==> config.mk <==
export PLATFORM = sky130hd
export DESIGN_NAME = sbus_node
export DESIGN_NICKNAME = d
export VERILOG_FILES = /design/src/rtl/sbus_pkg.sv /design/src/rtl/sbus_arb.sv /design/src/rtl/sbus_parity.sv /design/src/rtl/sbus_tx.sv /design/src/rtl/sbus_rx.sv /design/src/rtl/sbus_node.sv
export SDC_FILE = /design/constraint.sdc
export NUM_CORES = 1
export LEC_CHECK = 0
export BUFFER_PORTS_ARGS = -buffer_cell sky130_fd_sc_hd__clkbuf_2
export CAP_MARGIN = 30
export CORE_ASPECT_RATIO = 1.5
export CORE_UTILIZATION = 48
export CTS_CLUSTER_DIAMETER = 60
export DETAILED_ROUTE_END_ITERATION = 8
export PLACE_DENSITY = 0.93
export SYNTH_ARGS = -nofsm -noshare
export SYNTH_HDL_FRONTEND = slang
export SYNTH_SLANG_ARGS = --single-unit
==> constraint.sdc <==
create_clock -name clk -period 2.3 [get_ports clk]
set_input_delay 0.23 -clock clk [delete_from_list [all_inputs] [get_ports clk]]
set_output_delay 0.23 -clock clk [all_outputs]
set_load 0.03 [all_outputs]
==> src/rtl/sbus_pkg.sv <==
package sbus_pkg;

    typedef enum logic [1:0] {
        TX_IDLE = 2'd0,
        TX_REQ  = 2'd1,
        TX_XFER = 2'd2,
        TX_WAIT = 2'd3
    } tx_state_e;

    // Acknowledge status values; the last one never travels on the bus.
    localparam logic [1:0] STAT_OK    = 2'b00;
    localparam logic [1:0] STAT_DPERR = 2'b01;
    localparam logic [1:0] STAT_APERR = 2'b10;
    localparam logic [1:0] STAT_TMO   = 2'b11;

endpackage

==> src/rtl/sbus_arb.sv <==
// Local fixed-priority resolution: the lowest asserted line wins.
module sbus_arb #(
    parameter int unsigned NREQ = 23,
    parameter int unsigned POS  = 5
) (
    input  logic [NREQ-1:0] req_lines,
    output logic            won
);
    generate
        if (POS == 0) begin : g_top
            assign won = req_lines[0];
        end else begin : g_lower
            logic lower_busy;
            assign lower_busy = |req_lines[POS-1:0];
            assign won        = req_lines[POS] & ~lower_busy;
        end
    endgenerate
endmodule

==> src/rtl/sbus_parity.sv <==
// Odd parity generator, one bit per byte lane.
module sbus_parity #(
    parameter int unsigned DATA_W = 36,
    parameter int unsigned BYTE_W = 9,
    localparam int unsigned NB    = DATA_W / BYTE_W
) (
    input  logic [DATA_W-1:0] word,
    output logic [NB-1:0]     par
);
    for (genvar b = 0; b < NB; b++) begin : g_lane
        assign par[b] = ~^word[b*BYTE_W +: BYTE_W];
    end
endmodule

==> src/rtl/sbus_tx.sv <==
// Sender: request, single information cycle, wait for acknowledge or timeout.
module sbus_tx
    import sbus_pkg::*;
#(
    parameter int unsigned DATA_W = 36,
    parameter int unsigned ID_W   = 5,
    parameter int unsigned TMO    = 8,
    localparam int unsigned CNT_W = $clog2(TMO + 1)
) (
    input  logic              clk,
    input  logic              rst_n,
    input  logic [ID_W-1:0]   unit_id,
    input  logic              tx_valid,
    input  logic [ID_W-1:0]   tx_dest,
    input  logic              tx_bcast,
    input  logic [DATA_W-1:0] tx_data,
    output logic              tx_ready,
    input  logic              won,
    input  logic              ack_in,
    input  logic [ID_W-1:0]   ack_to_in,
    input  logic [1:0]        stat_in,
    output logic              req_out,
    output logic              drive,
    output logic [ID_W-1:0]   dst_out,
    output logic              bcast_out,
    output logic [DATA_W-1:0] data_out,
    output logic              done,
    output logic [1:0]        done_code
);
    typedef struct packed {
        tx_state_e         state;
        logic [CNT_W-1:0]  cnt;
        logic [ID_W-1:0]   dst;
        logic              bcast;
        logic [DATA_W-1:0] data;
        logic              done;
        logic [1:0]        code;
    } tx_regs_t;

    tx_regs_t r_q, r_d;
    logic     ack_mine;

    assign ack_mine = ack_in && (ack_to_in == unit_id);

    always_comb begin
        r_d      = r_q;
        r_d.done = 1'b0;
        case (r_q.state)
            TX_IDLE: begin
                if (tx_valid) begin
                    r_d.dst   = tx_dest;
                    r_d.bcast = tx_bcast;
                    r_d.data  = tx_data;
                    r_d.state = TX_REQ;
                end
            end
            TX_REQ: begin
                if (won) begin
                    r_d.state = TX_XFER;
                end
            end
            TX_XFER: begin
                r_d.state = TX_WAIT;
                r_d.cnt   = '0;
            end
            TX_WAIT: begin
                if (ack_mine) begin
                    r_d.done  = 1'b1;
                    r_d.code  = stat_in;
                    r_d.state = TX_IDLE;
                end else if (r_q.cnt == CNT_W'(TMO - 1)) begin
                    r_d.done  = 1'b1;
                    r_d.code  = STAT_TMO;
                    r_d.state = TX_IDLE;
                end else begin
                    r_d.cnt = r_q.cnt + CNT_W'(1);
                end
            end
            default: r_d.state = TX_IDLE;
        endcase
    end

    always_ff @(posedge clk) begin
        if (!rst_n) begin
            r_q <= '{state: TX_IDLE, cnt: '0, dst: '0, bcast: 1'b0,
                     data: '0, done: 1'b0, code: STAT_OK};
        end else begin
            r_q <= r_d;
        end
    end

    assign tx_ready  = (r_q.state == TX_IDLE);
    assign req_out   = (r_q.state == TX_REQ);
    assign drive     = (r_q.state == TX_XFER);
    assign dst_out   = r_q.dst;
    assign bcast_out = r_q.bcast;
    assign data_out  = r_q.data;
    assign done      = r_q.done;
    assign done_code = r_q.code;
endmodule

==> src/rtl/sbus_rx.sv <==
// Receiver: capture every busy cycle, answer in the following cycle.
module sbus_rx
    import sbus_pkg::*;
#(
    parameter int unsigned DATA_W = 36,
    parameter int unsigned BYTE_W = 9,
    parameter int unsigned ID_W   = 5,
    localparam int unsigned NB    = DATA_W / BYTE_W
) (
    input  logic              clk,
    input  logic              rst_n,
    input  logic [ID_W-1:0]   unit_id,
    input  logic [ID_W-1:0]   range_lo,
    input  logic [ID_W-1:0]   range_hi,
    input  logic              busy_in,
    input  logic [DATA_W-1:0] info_in,
    input  logic [NB-1:0]     par_in,
    input  logic [ID_W-1:0]   dst_in,
    input  logic              dpar_in,
    input  logic [ID_W-1:0]   src_in,
    input  logic              bcast_in,
    output logic              ack_out,
    output logic [ID_W-1:0]   ack_to_out,
    output logic [1:0]        stat_out,
    output logic              rx_valid,
    output logic [DATA_W-1:0] rx_data,
    output logic [ID_W-1:0]   rx_src
);
    typedef struct packed {
        logic              vld;
        logic [DATA_W-1:0] info;
        logic [NB-1:0]     par;
        logic [ID_W-1:0]   dst;
        logic              dpar;
        logic [ID_W-1:0]   src;
        logic              bcast;
    } cap_t;

    cap_t          c_q, c_d;
    logic [NB-1:0] exp_par;
    logic          hit, addr_ok, data_ok;

    always_comb begin
        c_d     = c_q;
        c_d.vld = busy_in;
        if (busy_in) begin
            c_d.info  = info_in;
            c_d.par   = par_in;
            c_d.dst   = dst_in;
            c_d.dpar  = dpar_in;
            c_d.src   = src_in;
            c_d.bcast = bcast_in;
        end
    end

    always_ff @(posedge clk) begin
        if (!rst_n) begin
            c_q <= '0;
        end else begin
            c_q <= c_d;
        end
    end

    sbus_parity #(
        .DATA_W (DATA_W),
        .BYTE_W (BYTE_W)
    ) u_chk_par (
        .word (c_q.info),
        .par  (exp_par)
    );

    always_comb begin
        if (c_q.bcast) begin
            hit = c_q.vld && (c_q.dst >= range_lo) && (c_q.dst <= range_hi);
        end else begin
            hit = c_q.vld && (c_q.dst == unit_id);
        end
        addr_ok = ^{c_q.dst, c_q.dpar};
        data_ok = (c_q.par == exp_par);
        if (!addr_ok) begin
            stat_out = STAT_APERR;
        end else if (!data_ok) begin
            stat_out = STAT_DPERR;
        end else begin
            stat_out = STAT_OK;
        end
    end

    assign ack_out    = hit;
    assign ack_to_out = c_q.src;
    assign rx_valid   = hit && addr_ok && data_ok;
    assign rx_data    = c_q.info;
    assign rx_src     = c_q.src;
endmodule

==> src/rtl/sbus_node.sv <==
// One drop on the shared storage bus: sender, receiver, local arbitration.
module sbus_node #(
    parameter int unsigned DATA_W = 36,
    parameter int unsigned BYTE_W = 9,
    parameter int unsigned ID_W   = 5,
    parameter int unsigned NREQ   = 23,
    parameter int unsigned POS    = 5,
    parameter int unsigned TMO    = 8,
    localparam int unsigned NB    = DATA_W / BYTE_W
) (
    input  logic              clk,
    input  logic              rst_n,
    input  logic [ID_W-1:0]   unit_id,
    input  logic [ID_W-1:0]   range_lo,
    input  logic [ID_W-1:0]   range_hi,
    input  logic              tx_valid,
    output logic              tx_ready,
    input  logic [ID_W-1:0]   tx_dest,
    input  logic              tx_bcast,
    input  logic [DATA_W-1:0] tx_data,
    output logic              done,
    output logic [1:0]        done_code,
    output logic              rx_valid,
    output logic [DATA_W-1:0] rx_data,
    output logic [ID_W-1:0]   rx_src,
    input  logic [NREQ-1:0]   bus_req_in,
    output logic              bus_req_out,
    input  logic              bus_busy_in,
    input  logic [DATA_W-1:0] bus_info_in,
    input  logic [NB-1:0]     bus_par_in,
    input  logic [ID_W-1:0]   bus_dst_in,
    input  logic              bus_dpar_in,
    input  logic [ID_W-1:0]   bus_src_in,
    input  logic              bus_bcast_in,
    output logic              bus_busy_out,
    output logic [DATA_W-1:0] bus_info_out,
    output logic [NB-1:0]     bus_par_out,
    output logic [ID_W-1:0]   bus_dst_out,
    output logic              bus_dpar_out,
    output logic [ID_W-1:0]   bus_src_out,
    output logic              bus_bcast_out,
    input  logic              bus_ack_in,
    input  logic [ID_W-1:0]   bus_ack_to_in,
    input  logic [1:0]        bus_stat_in,
    output logic              bus_ack_out,
    output logic [ID_W-1:0]   bus_ack_to_out,
    output logic [1:0]        bus_stat_out
);
    logic won;

    sbus_arb #(
        .NREQ (NREQ),
        .POS  (POS)
    ) u_arb (
        .req_lines (bus_req_in),
        .won       (won)
    );

    sbus_tx #(
        .DATA_W (DATA_W),
        .ID_W   (ID_W),
        .TMO    (TMO)
    ) u_tx (
        .clk       (clk),
        .rst_n     (rst_n),
        .unit_id   (unit_id),
        .tx_valid  (tx_valid),
        .tx_dest   (tx_dest),
        .tx_bcast  (tx_bcast),
        .tx_data   (tx_data),
        .tx_ready  (tx_ready),
        .won       (won),
        .ack_in    (bus_ack_in),
        .ack_to_in (bus_ack_to_in),
        .stat_in   (bus_stat_in),
        .req_out   (bus_req_out),
        .drive     (bus_busy_out),
        .dst_out   (bus_dst_out),
        .bcast_out (bus_bcast_out),
        .data_out  (bus_info_out),
        .done      (done),
        .done_code (done_code)
    );

    sbus_parity #(
        .DATA_W (DATA_W),
        .BYTE_W (BYTE_W)
    ) u_gen_par (
        .word (bus_info_out),
        .par  (bus_par_out)
    );

    assign bus_dpar_out = ~^bus_dst_out;
    assign bus_src_out  = unit_id;

    sbus_rx #(
        .DATA_W (DATA_W),
        .BYTE_W (BYTE_W),
        .ID_W   (ID_W)
    ) u_rx (
        .clk        (clk),
        .rst_n      (rst_n),
        .unit_id    (unit_id),
        .range_lo   (range_lo),
        .range_hi   (range_hi),
        .busy_in    (bus_busy_in),
        .info_in    (bus_info_in),
        .par_in     (bus_par_in),
        .dst_in     (bus_dst_in),
        .dpar_in    (bus_dpar_in),
        .src_in     (bus_src_in),
        .bcast_in   (bus_bcast_in),
        .ack_out    (bus_ack_out),
        .ack_to_out (bus_ack_to_out),
        .stat_out   (bus_stat_out),
        .rx_valid   (rx_valid),
        .rx_data    (rx_data),
        .rx_src     (rx_src)
    );
endmodule

Word-level counts from Yosys, hierarchy flattened. Cells that the tools add are included.

Bits in registers: 104. Input port bits: 144. Output and inout bits: 108. Logic and storage cells: 69.

Add/subtract/negate cells: 1. Order comparisons: 2. Equal/unequal tests: 12. Mux-type cells: 13. Bitwise operators: 2. Reductions and logical operators: 25.

Operator list (count): XNOR reduction 9 bit (8); equality test 5 bit (2); 2-to-1 mux 2 bit (5); 2-to-1 mux 4 bit (2); case mux 2 bit (4 select lines) (1); case mux 4 bit (2 select lines) (1); logical AND 1 bit (6); 2-to-1 mux 3 bit (2); != test 2 bit, second input constant (3); AND reduction 2 bit (3); AND reduction 3 bit (2); XOR reduction 6 bit (1); >= comparator 5 bit (1); less-or-equal comparator 5 bit (1); OR reduction 5 bit (1); XNOR reduction 5 bit (1); adder 4 x 1 -> 4 bit, second input constant (1); equality test 2 bit, second input constant (2); equality test 4 x 3 -> 1 bit, second input constant (1); equality test 4 bit (1); nonzero test 2 bit (2); != test 3 x 1 -> 1 bit, second input constant (1); equality test 2 x 1 -> 1 bit, second input constant (1); logical NOT 2 bit (1); 4 further kinds (5).

Depth between registers and ports, before layout. Gate-level depths: netlist of the first run.

Depth in word-level cells: 6. Depth in mapped cells: 7. Mapped depth without buffers: 7.

Modules after synthesis. From an unflattened synthesis of the first run, not the netlist that was laid out.

Cell total of the unflattened synthesis: 626. Area total of the unflattened synthesis: 5839.4 sq um.

Modules (own cells, without submodules): sbus_rx (times used 1, cells an instance 269, area an instance 2716.4 sq um, sequential area each 1061.0 sq um); sbus_tx (times used 1, cells an instance 291, area an instance 2424.8 sq um, sequential area each 1021.0 sq um); sbus_parity (times used 2, cells an instance 28, area an instance 300.3 sq um, sequential area each 0.0 sq um); sbus_node (times used 1, cells an instance 8, area an instance 77.6 sq um, sequential area each 0.0 sq um); sbus_arb (times used 1, cells an instance 2, area an instance 20.0 sq um, sequential area each 0.0 sq um).

Worst setup path before layout of the first run. Ideal clock, no wire load.

Path type: register to output. Start point: reg u_rx.c_q[7] (netlist bit). End point: out rx_valid. Data arrival time: 1745 ps. Required time: 2070 ps. Path slack: 325 ps. Cell stages (with the launch flop): 8. Path buffers: 0. Path through: dfxtp_1 > inv_1 > ha_1 > nand2b_1 > a211oi_1 > o21ai_0 > a31o_2 > and3b_1.

Word-level cells in the longest chain between the ends: 6. Elaborated cells between the ends (all ways): 10. Classes of those cells: order compare: 2; eq/ne: 1; mux: 1; reduce/logical: 6.

RTL lines: start, declared (RTL line sbus_rx.sv:39) `cap_t c_q, c_d;`; start signal, assigned (RTL line sbus_rx.sv:58) `c_q <= '0;`; start signal, assigned (RTL line sbus_rx.sv:60) `c_q <= c_d;`; >= comparator 5 bit (RTL line sbus_rx.sv:74) `hit = c_q.vld && (c_q.dst >= range_lo) && (c_q.dst <= range_hi);`; logical AND 1 bit (2 in series) (RTL line sbus_rx.sv:74); 2-to-1 mux 1 bit (*) (RTL line sbus_rx.sv:73) `if (c_q.bcast) begin`; via bus_ack_out (RTL line sbus_node.sv:45) `output logic bus_ack_out,`; logical AND 1 bit (*) (2 in series) (RTL line sbus_rx.sv:91) `assign rx_valid = hit && addr_ok && data_ok;`; end, declared (RTL line sbus_node.sv:23) `output logic rx_valid,`.

Mark *: on every way through the listed nets, which the timed path passes. The rest lies on a longest branch.

Worst setup path in the final report of the first run.
Start point: reg u_rx.c_q, in the netlist u_rx.rx_data[6]. End point: out rx_valid.

Word-level cells in the longest chain between the ends: 3.

RTL lines: XNOR reduction 9 bit (RTL line sbus_parity.sv:11) `assign par[b] = ~^word[b*BYTE_W +: BYTE_W];`; equality test 4 bit (RTL line sbus_rx.sv:79) `data_ok = (c_q.par == exp_par);`; logical AND 1 bit (RTL line sbus_rx.sv:91).

No other way between the ends.

==> out/metrics.yaml, run 1 <==
status: "finished, violations left"
failed_checks: "setup timing"
ys_warn_count: 0
synthTopCellsByArea: "dfxtp_1 38%, buf_4 13%, xnor2_1 10%"
slew_viol_final: 0
fin_setup_tns_ns: -0.2056
path_clk_slew_ns: 0.08
grt_overflow: 0
worstPathMaxFanout: 2
power_leakage_nw: 3.233
grt_max_degree: 61
yosysUniqueCellTypes: 41
grt_pass1_wl_microns: 19010
initialDrtViolationCount: 66
tritoncts: "built"
cap_viol_max_count: 0
grt_usage_pct: 19.29
core_sq_mm: 0.01117
fin_util_pct: 58.71
cts-root-buf: "clkbuf_16"
syn_to_final_growth_pct: 18.25
ys_ff_latch: 104
fin_ws_ns: -0.1209
rsz0062_at_grt: "true"
syn_area_sq_mm: 0.005548
synth_edf_count: 0
insertion_delay_ns: 0.34
synth_seq_area_share_pct: 37.53
n_antenna_cell: 0
synth_area_per_cell_sq_um: 8.905
vias_per_cell: 4.810
grt_pass1_vias: 4233
antenna_found_initial: 0
yosysMostFrequentCell: "dfxtp_1"
num_vias: 4382
dp_slack_ns: 0.1517
cts_buffer_depth: 2
pin_count: 252
worst-path-buf-inv: 2
finalCritPeriodShare_pct: 105.3
portBuffers: 234
fin_hold_ws_ns: 0.1031
syn_nets: 782
finalPower_mw: 6.183
hold_violations: 0
critical_path_required_ns: 2.07
cp_cell_sequence: "xnor2_2 -> xnor3_2 -> xnor2_2 -> nor4_2 -> buf_4 -> and3b_1 -> clkbuf_8"
drt-pass1-iter-count: 4
start_util_pct: 49.65
stdcell_area_sq_mm: 0.006560
path_delay_family: "XOR/XNOR gates"
numCtsBuffers: 9
drive_gt1_share_pct: 37.83
irDropWorstVdd_mv: 0.4330
fmax_mhz: 413.1
worst_pin_slew_ns: 0.6143
dpl.cell_count: 892
slew_headroom_pct: 59.05
cp_slowest_stage_delay_ns: 0.45
hpwl_microns: 9190
placed_cell_area_sq_mm: 0.006166
die_h_microns: 133.7
synth_cells: 623
min_path_type: "primary input to flop"
htreeDepth: 3
path_common_cell: "xnor2_2"
netlist.area_leader.share_pct: 37.53
die_area_sq_mm: 0.01200
die_x_microns: 89.78
antenna_left: 0
yosysTopAreaCell: "dfxtp_1"
clock-sinks: 104
clock_skew_ns: 0.01135
drcViolationCount: 0
wl_microns: 12020
synth_flop_cell: "dfxtp_1"
start_kind: "flop"
fin_nets: 918
arrival_ns: 2.19
end_kind: "output port"
yosys-top-cells-count: "104 x dfxtp_1, 94 x buf_4, 90 x nand2_1"
stdcell_count: 911
wl_per_cell_microns: 13.20
async_flop_share_pct: 0
rows: 47
setup_viol: 2
cp_slowest_cell: "xnor3_2"
power_density_mw_per_mm2: 942.5
crit_type: "flop to output port"
gp_congestion: 0.8318
fillers: 962
layout_min_cycle_time_ns: 2.421
[flip-flops by register name, indices dropped and copies added (netlist names)]
signal / flops
u_tx.bcast_out: 1
u_tx.done: 1
u_rx.rx_data: 36
u_tx.data_out: 36
u_rx.c_q: 12
u_tx.r_q: 6
u_rx.ack_to_out: 5
u_tx.done_code: 2
u_tx.dst_out: 5
[repair_timing]
action                     CTS  global route
hold buffers                 0             0
setup endpoints to repair    2             3
pin swaps                    7             2
gates resized for setup     17             6
buffers inserted             2             1
[routing by layer]
metal	vias to the layer above	track usage [%]	routed length, microns
met5	-	0	0
met4	0	5.738	180
met3	16	4.623	670
met2	149	37.74	6529
met1	2009	20.01	4641
li1	2208	-	-
[worst reg2reg max path, delay by kind of cell (launching register included)]
| kind | cells | cell delay [ns] |
|---|---|---|
| simple gates | 2 | 0.34 |
| compound gates | 3 | 0.82 |
| fa+ha+maj | 1 | 0.23 |
| flops | 1 | 0.33 |
[final timing paths]
check / start / end / slack [ns] / cells past startpoint
setup / recovery: u_rx.rx_data[6] / rx_valid / -0.12 / 7
hold / removal: tx_data[3] / u_tx.data_out[3] / 0.10 / 3
setup reg to reg: u_tx.r_q[45] / u_tx.r_q[47] / 0.51 / 6
hold reg to reg: u_tx.bcast_out / u_tx.bcast_out / 0.45 / 2
[cell families after synthesis]
family / share of synthesized area (%)
adders and majority gates: 3.383
muxes: 9.562
AOI/OAI and AO/OA: 7.285
buffers and inverters: 15.54
xor gates and xnor gates: 14.12
and+or+nand+nor: 12.58
DFF: 37.53
[power breakdown]
group | internal, mW | switching, mW
logic | 0.949 | 1.57
registers | 2.01 | 0.190
clock network | 0.799 | 0.661
total | 3.76 | 2.42
[area by class of cell]
class / count / area, sq um / area share, %
Timing Repair Buffer: 245 / 1284 / 19.57
Clock buffer: 11 / 252.7 / 3.853
Multi-Input combinational cell: 385 / 2649 / 40.38
Tap cell: 147 / 183.9 / 2.804
Sequential cell: 104 / 2097 / 31.97
Inverter: 14 / 52.55 / 0.8011
Clock inverter: 5 / 41.29 / 0.6294
[layout by cell type, fill, tap and decap left out, types with 3 or more instances in the layout]
| cell | n |
|---|---|
| a21oi_1 | 47 |
| and2_1 | 5 |
| buf_4 | 10 |
| clkbuf_16 | 9 |
| clkbuf_2 | 230 |
| clkbuf_8 | 4 |
| clkinv_4 | 3 |
| dfxtp_1 | 92 |
| dfxtp_2 | 12 |
| ha_1 | 15 |
| inv_1 | 13 |
| mux2i_1 | 53 |
| nand2_1 | 90 |
| nand2b_1 | 4 |
| nand3_1 | 3 |
| nor2_1 | 54 |
| o21ai_0 | 3 |
| xnor2_1 | 60 |
| xnor2_2 | 5 |
| xnor3_1 | 3 |
| xor2_1 | 13 |
(Power assumes the default switching activity.)
==> run 2, diff against run 1 <==
--- a/config.mk
+++ b/config.mk
@@ -5,10 +5,11 @@
 export SDC_FILE = /design/constraint.sdc
 export NUM_CORES = 1
 export LEC_CHECK = 0
+export ABC_AREA = 1
 export BUFFER_PORTS_ARGS = -buffer_cell sky130_fd_sc_hd__clkbuf_2
 export CAP_MARGIN = 30
 export CORE_ASPECT_RATIO = 1.5
-export CORE_UTILIZATION = 48
+export CORE_UTILIZATION = 49
 export CTS_CLUSTER_DIAMETER = 60
 export DETAILED_ROUTE_END_ITERATION = 8
 export PLACE_DENSITY = 0.93
==> run 2 against run 1 <==
  * The run now ends clean
  * Clock power hardly changed
  * Wire length rose by 16%
  * Power rose by 14%
  * Area after synthesis rose by 6.7%
  * Die area grew 4.4%
  * Utilization shrank 0.50 points
==> out/metrics.yaml, run 2 <==
status: "completed"  # was finished, violations left
wl_microns: 13920  # was 12020 microns
n_antenna_cell: 0  # unchanged
netlist.area_leader.share_pct: 35.19  # was 37.53%
multi_input_area_sq_mm: 0.002733  # was 0.002649 sq mm
antenna_found_initial: 0  # unchanged
synth_flop_cell: "dfxtp_1"  # unchanged
r2r_start: "u_tx.r_q[49]"  # was u_tx.r_q[45]
end_kind: "output port"  # unchanged
reg2reg_to: "u_tx.data_out[20]"  # was u_tx.r_q[47]
antenna_left: 0  # unchanged
async_flop_share_pct: 0  # unchanged
yosysUniqueCellTypes: 33  # was 41
clock-sinks: 104  # unchanged
yosys-top-cells-count: "157 x nand2_1, 133 x nor2_1, 104 x dfxtp_1"  # was 104 x dfxtp_1, 94 x buf_4, 90 x nand2_1
path_common_cell: "nand2_1"  # was xnor2_2
worstPathMaxFanout: 5  # was 2
syn_area_sq_mm: 0.005917  # was 0.005548 sq mm
slew_headroom_pct: 67.67  # was 59.05%
finalCritPeriodShare_pct: 94.25  # was 105.3%
critical_path_required_ns: 2.07  # about the same
synth_edf_count: 0  # unchanged
cts_buffer_depth: 2  # unchanged
power_leakage_nw: 3.530  # was 3.233 nW
worst_pin_slew_ns: 0.4849  # was 0.6143 ns
vias_per_cell: 4.827  # was 4.810
hold_violations: 0  # unchanged
regArea_sq_mm: 0.002085  # was 0.002097 sq mm
crit_path_end: "rx_valid"  # unchanged
drive_gt1_share_pct: 27.72  # was 37.83%
initialDrtViolationCount: 173  # was 66
critPathLaunch: "u_rx.c_q[11]"  # was u_rx.rx_data[6]
crit_type: "flop to output port"  # unchanged
synthTopCellsByArea: "dfxtp_1 35%, buf_4 12%, nand2_1 10%"  # was dfxtp_1 38%, buf_4 13%, xnor2_1 10%
cts-root-buf: "clkbuf_16"  # unchanged
ys_ff_latch: 104  # unchanged
path_clk_slew_ns: 0.08  # about the same
num_vias: 5426  # was 4382
grt_usage_pct: 21.87  # was 19.29%
fin_setup_tns_ns: 0  # was -0.2056 ns
layout_min_cycle_time_ns: 2.168  # was 2.421 ns
start_kind: "flop"  # unchanged
numCtsBuffers: 9  # unchanged
core_sq_mm: 0.01165  # was 0.01117 sq mm
arrival_ns: 1.94  # was 2.19 ns
fillers: 1056  # was 962
grt_overflow: 0  # unchanged
yosysMostFrequentCell: "nand2_1"  # was dfxtp_1
ys_warn_count: 0  # unchanged
synth_cells: 843  # was 623
slew_viol_final: 0  # unchanged
r2r_cells: 6  # unchanged
cp_slowest_stage_delay_ns: 0.45  # about the same
hpwl_microns: 10620  # was 9190 microns
power_density_mw_per_mm2: 1043  # was 942.5 mW/mm^2
fin_util_pct: 58.22  # was 58.71%
portBuffers: 234  # unchanged
post-cts-setup-buffer-count: 0  # was 2
syn_nets: 1002  # was 782
start_util_pct: 50.78  # was 49.65%
syn_to_final_growth_pct: 14.63  # was 18.25%
fmax_mhz: 461.3  # was 413.1 MHz
die_h_microns: 136.6  # was 133.7 microns
gp_congestion: 0.8441  # was 0.8318
grt_pass1_vias: 5079  # was 4233
rrSetupSlack_ns: 0.62  # was 0.51 ns
rows: 48  # was 47
cp_cell_sequence: "ha_1 -> a21o_1 -> o21ai_0 -> nand2_1 -> nand2_1 -> nand3_1 -> nor2_1 -> buf_4"  # was xnor2_2 -> xnor3_2 -> xnor2_2 -> nor4_2 -> buf_4 -> and3b_1 -> clkbuf_8
fin_nets: 1128  # was 918
final_cell_mix: "233 x clkbuf_2, 157 x nand2_1, 133 x nor2_1, 102 x dfxtp_1, 98 x o21ai_0"  # was 230 x clkbuf_2, 92 x dfxtp_1, 90 x nand2_1, 60 x xnor2_1, 54 x nor2_1
drt-pass1-iter-count: 4  # unchanged
clock_skew_ns: 0.008134  # was 0.01135 ns
grt_pass1_wl_microns: 22130  # was 19010 microns
synth_seq_area_share_pct: 35.19  # was 37.53%
rsz0062_at_grt: "false"  # was true
grt_max_degree: 101  # was 61
yosysTopAreaCell: "dfxtp_1"  # unchanged
placed_cell_area_sq_mm: 0.006499  # was 0.006166 sq mm
finalPower_mw: 7.075  # was 6.183 mW
tritoncts: "built"  # unchanged
drcViolationCount: 0  # unchanged
cap_viol_max_count: 0  # unchanged
min_path_type: "primary input to flop"  # unchanged
irDropWorstVdd_mv: 1.085  # was 0.4330 mV
cp_slowest_cell: "dfxtp_1"  # was xnor3_2
final_common_cell: "clkbuf_2"  # unchanged
stdcell_area_sq_mm: 0.006783  # was 0.006560 sq mm
setup_viol: 0  # was 2
synth_area_per_cell_sq_um: 7.019  # was 8.905 sq um
die_area_sq_mm: 0.01253  # was 0.01200 sq mm
die_x_microns: 91.73  # was 89.78 microns
htreeDepth: 3  # unchanged
pin_count: 252  # unchanged
insertion_delay_ns: 0.34  # about the same
wl_per_cell_microns: 12.39  # was 13.20 microns
run 2: changes by cell type after synthesis, moves of 4 or more:
cell      before  now
nor2_1        54  133
nand3_1        3   22
nor3_1         0    5
nand2b_1       4    0
xor2_1        14   23
o21ai_0        3   99
xnor2_1       65   28
and2_1         5    1
mux2i_1       53    0
nand2_1       90  157
inv_1         13   65
run 2: through the flow:
| stage | hold WS (ns) | setup WS, ns | std cells |
|---|---|---|---|
| 5_1_grt | 0.1062 | 0.01074 | 1124 |
| 4_1_cts | 0.09965 | 0.02502 | 1124 |
| 2_1_floorplan | 0.3649 | 0.4925 | 843 |
| 6_report | 0.1117 | 0.1322 | 1124 |
| 3_3_place_gp | 0.4510 | 0.4497 | 1108 |
| 3_5_place_dp | 0.4571 | 0.4049 | 1108 |
run 2: cells by family (layout without fill, tap and decap cells):
| kind of cell | count (synthesis) | after routing | synth area share (%) |
|---|---|---|---|
| xor gates and xnor gates | 51 | 51 | 7.549 |
| adders and majority gates | 15 | 15 | 3.172 |
| buffers and inverters | 194 | 325 | 18.63 |
| DFF | 104 | 104 | 35.19 |
| AOI/OAI and AO/OA | 151 | 151 | 13.20 |
| and+or+nand+nor | 328 | 328 | 22.27 |
run 2: how the worst min path moves through the flow:
stage                   startpoint            endpoint  cells past startpoint
floorplan            bus_dst_in[4]        u_rx.c_q[11]                      2
global placement     bus_src_in[2]  u_rx.ack_to_out[2]                      3
detailed placement   bus_src_in[3]  u_rx.ack_to_out[3]                      3
CTS                 bus_info_in[1]     u_rx.rx_data[1]                      3
global route           bus_dpar_in         u_rx.c_q[6]                      3
finish                 bus_dpar_in         u_rx.c_q[6]                      3
run 2: power by group:
group | leakage, nW | internal, mW | switching (mW)
Clock | 0.141 | 0.748 | 0.718
Combinational | 2.53 | 1.06 | 2.18
Sequential | 0.862 | 2.10 | 0.276
run 2: area by class of cell:
| cell class | count | share of cell area (%) |
|---|---|---|
| clock buffer | 9 | 3.320 |
| clock inverter | 7 | 0.7932 |
| inverter | 70 | 3.874 |
| multi-input combinational | 545 | 40.29 |
| sequential | 104 | 30.73 |
| tap | 150 | 2.767 |
| timing repair buffer | 239 | 18.23 |
run 2: what timing repair did:
action,CTS,global route
hold buffers,0,0
endpoints found under the setup margin,0,2
gates resized for setup,0,6
run 2: worst max-delay path, delay by kind of cell (launching register included):
kind / cells / cell delay, ns
flops: 1 / 0.45
simple gates: 4 / 0.36
compound gates: 2 / 0.33
fa+ha+maj: 1 / 0.30
buf+inv: 1 / 0.17
run 2: per-layer routing:
layer	vias to the layer above	share of wire, %	GRT usage (%)
met5	-	0	0
met3	36	7.7	6.278
met2	206	52	41.94
li1	2810	-	-
met4	0	2.8	7.986
met1	2374	38	22.31
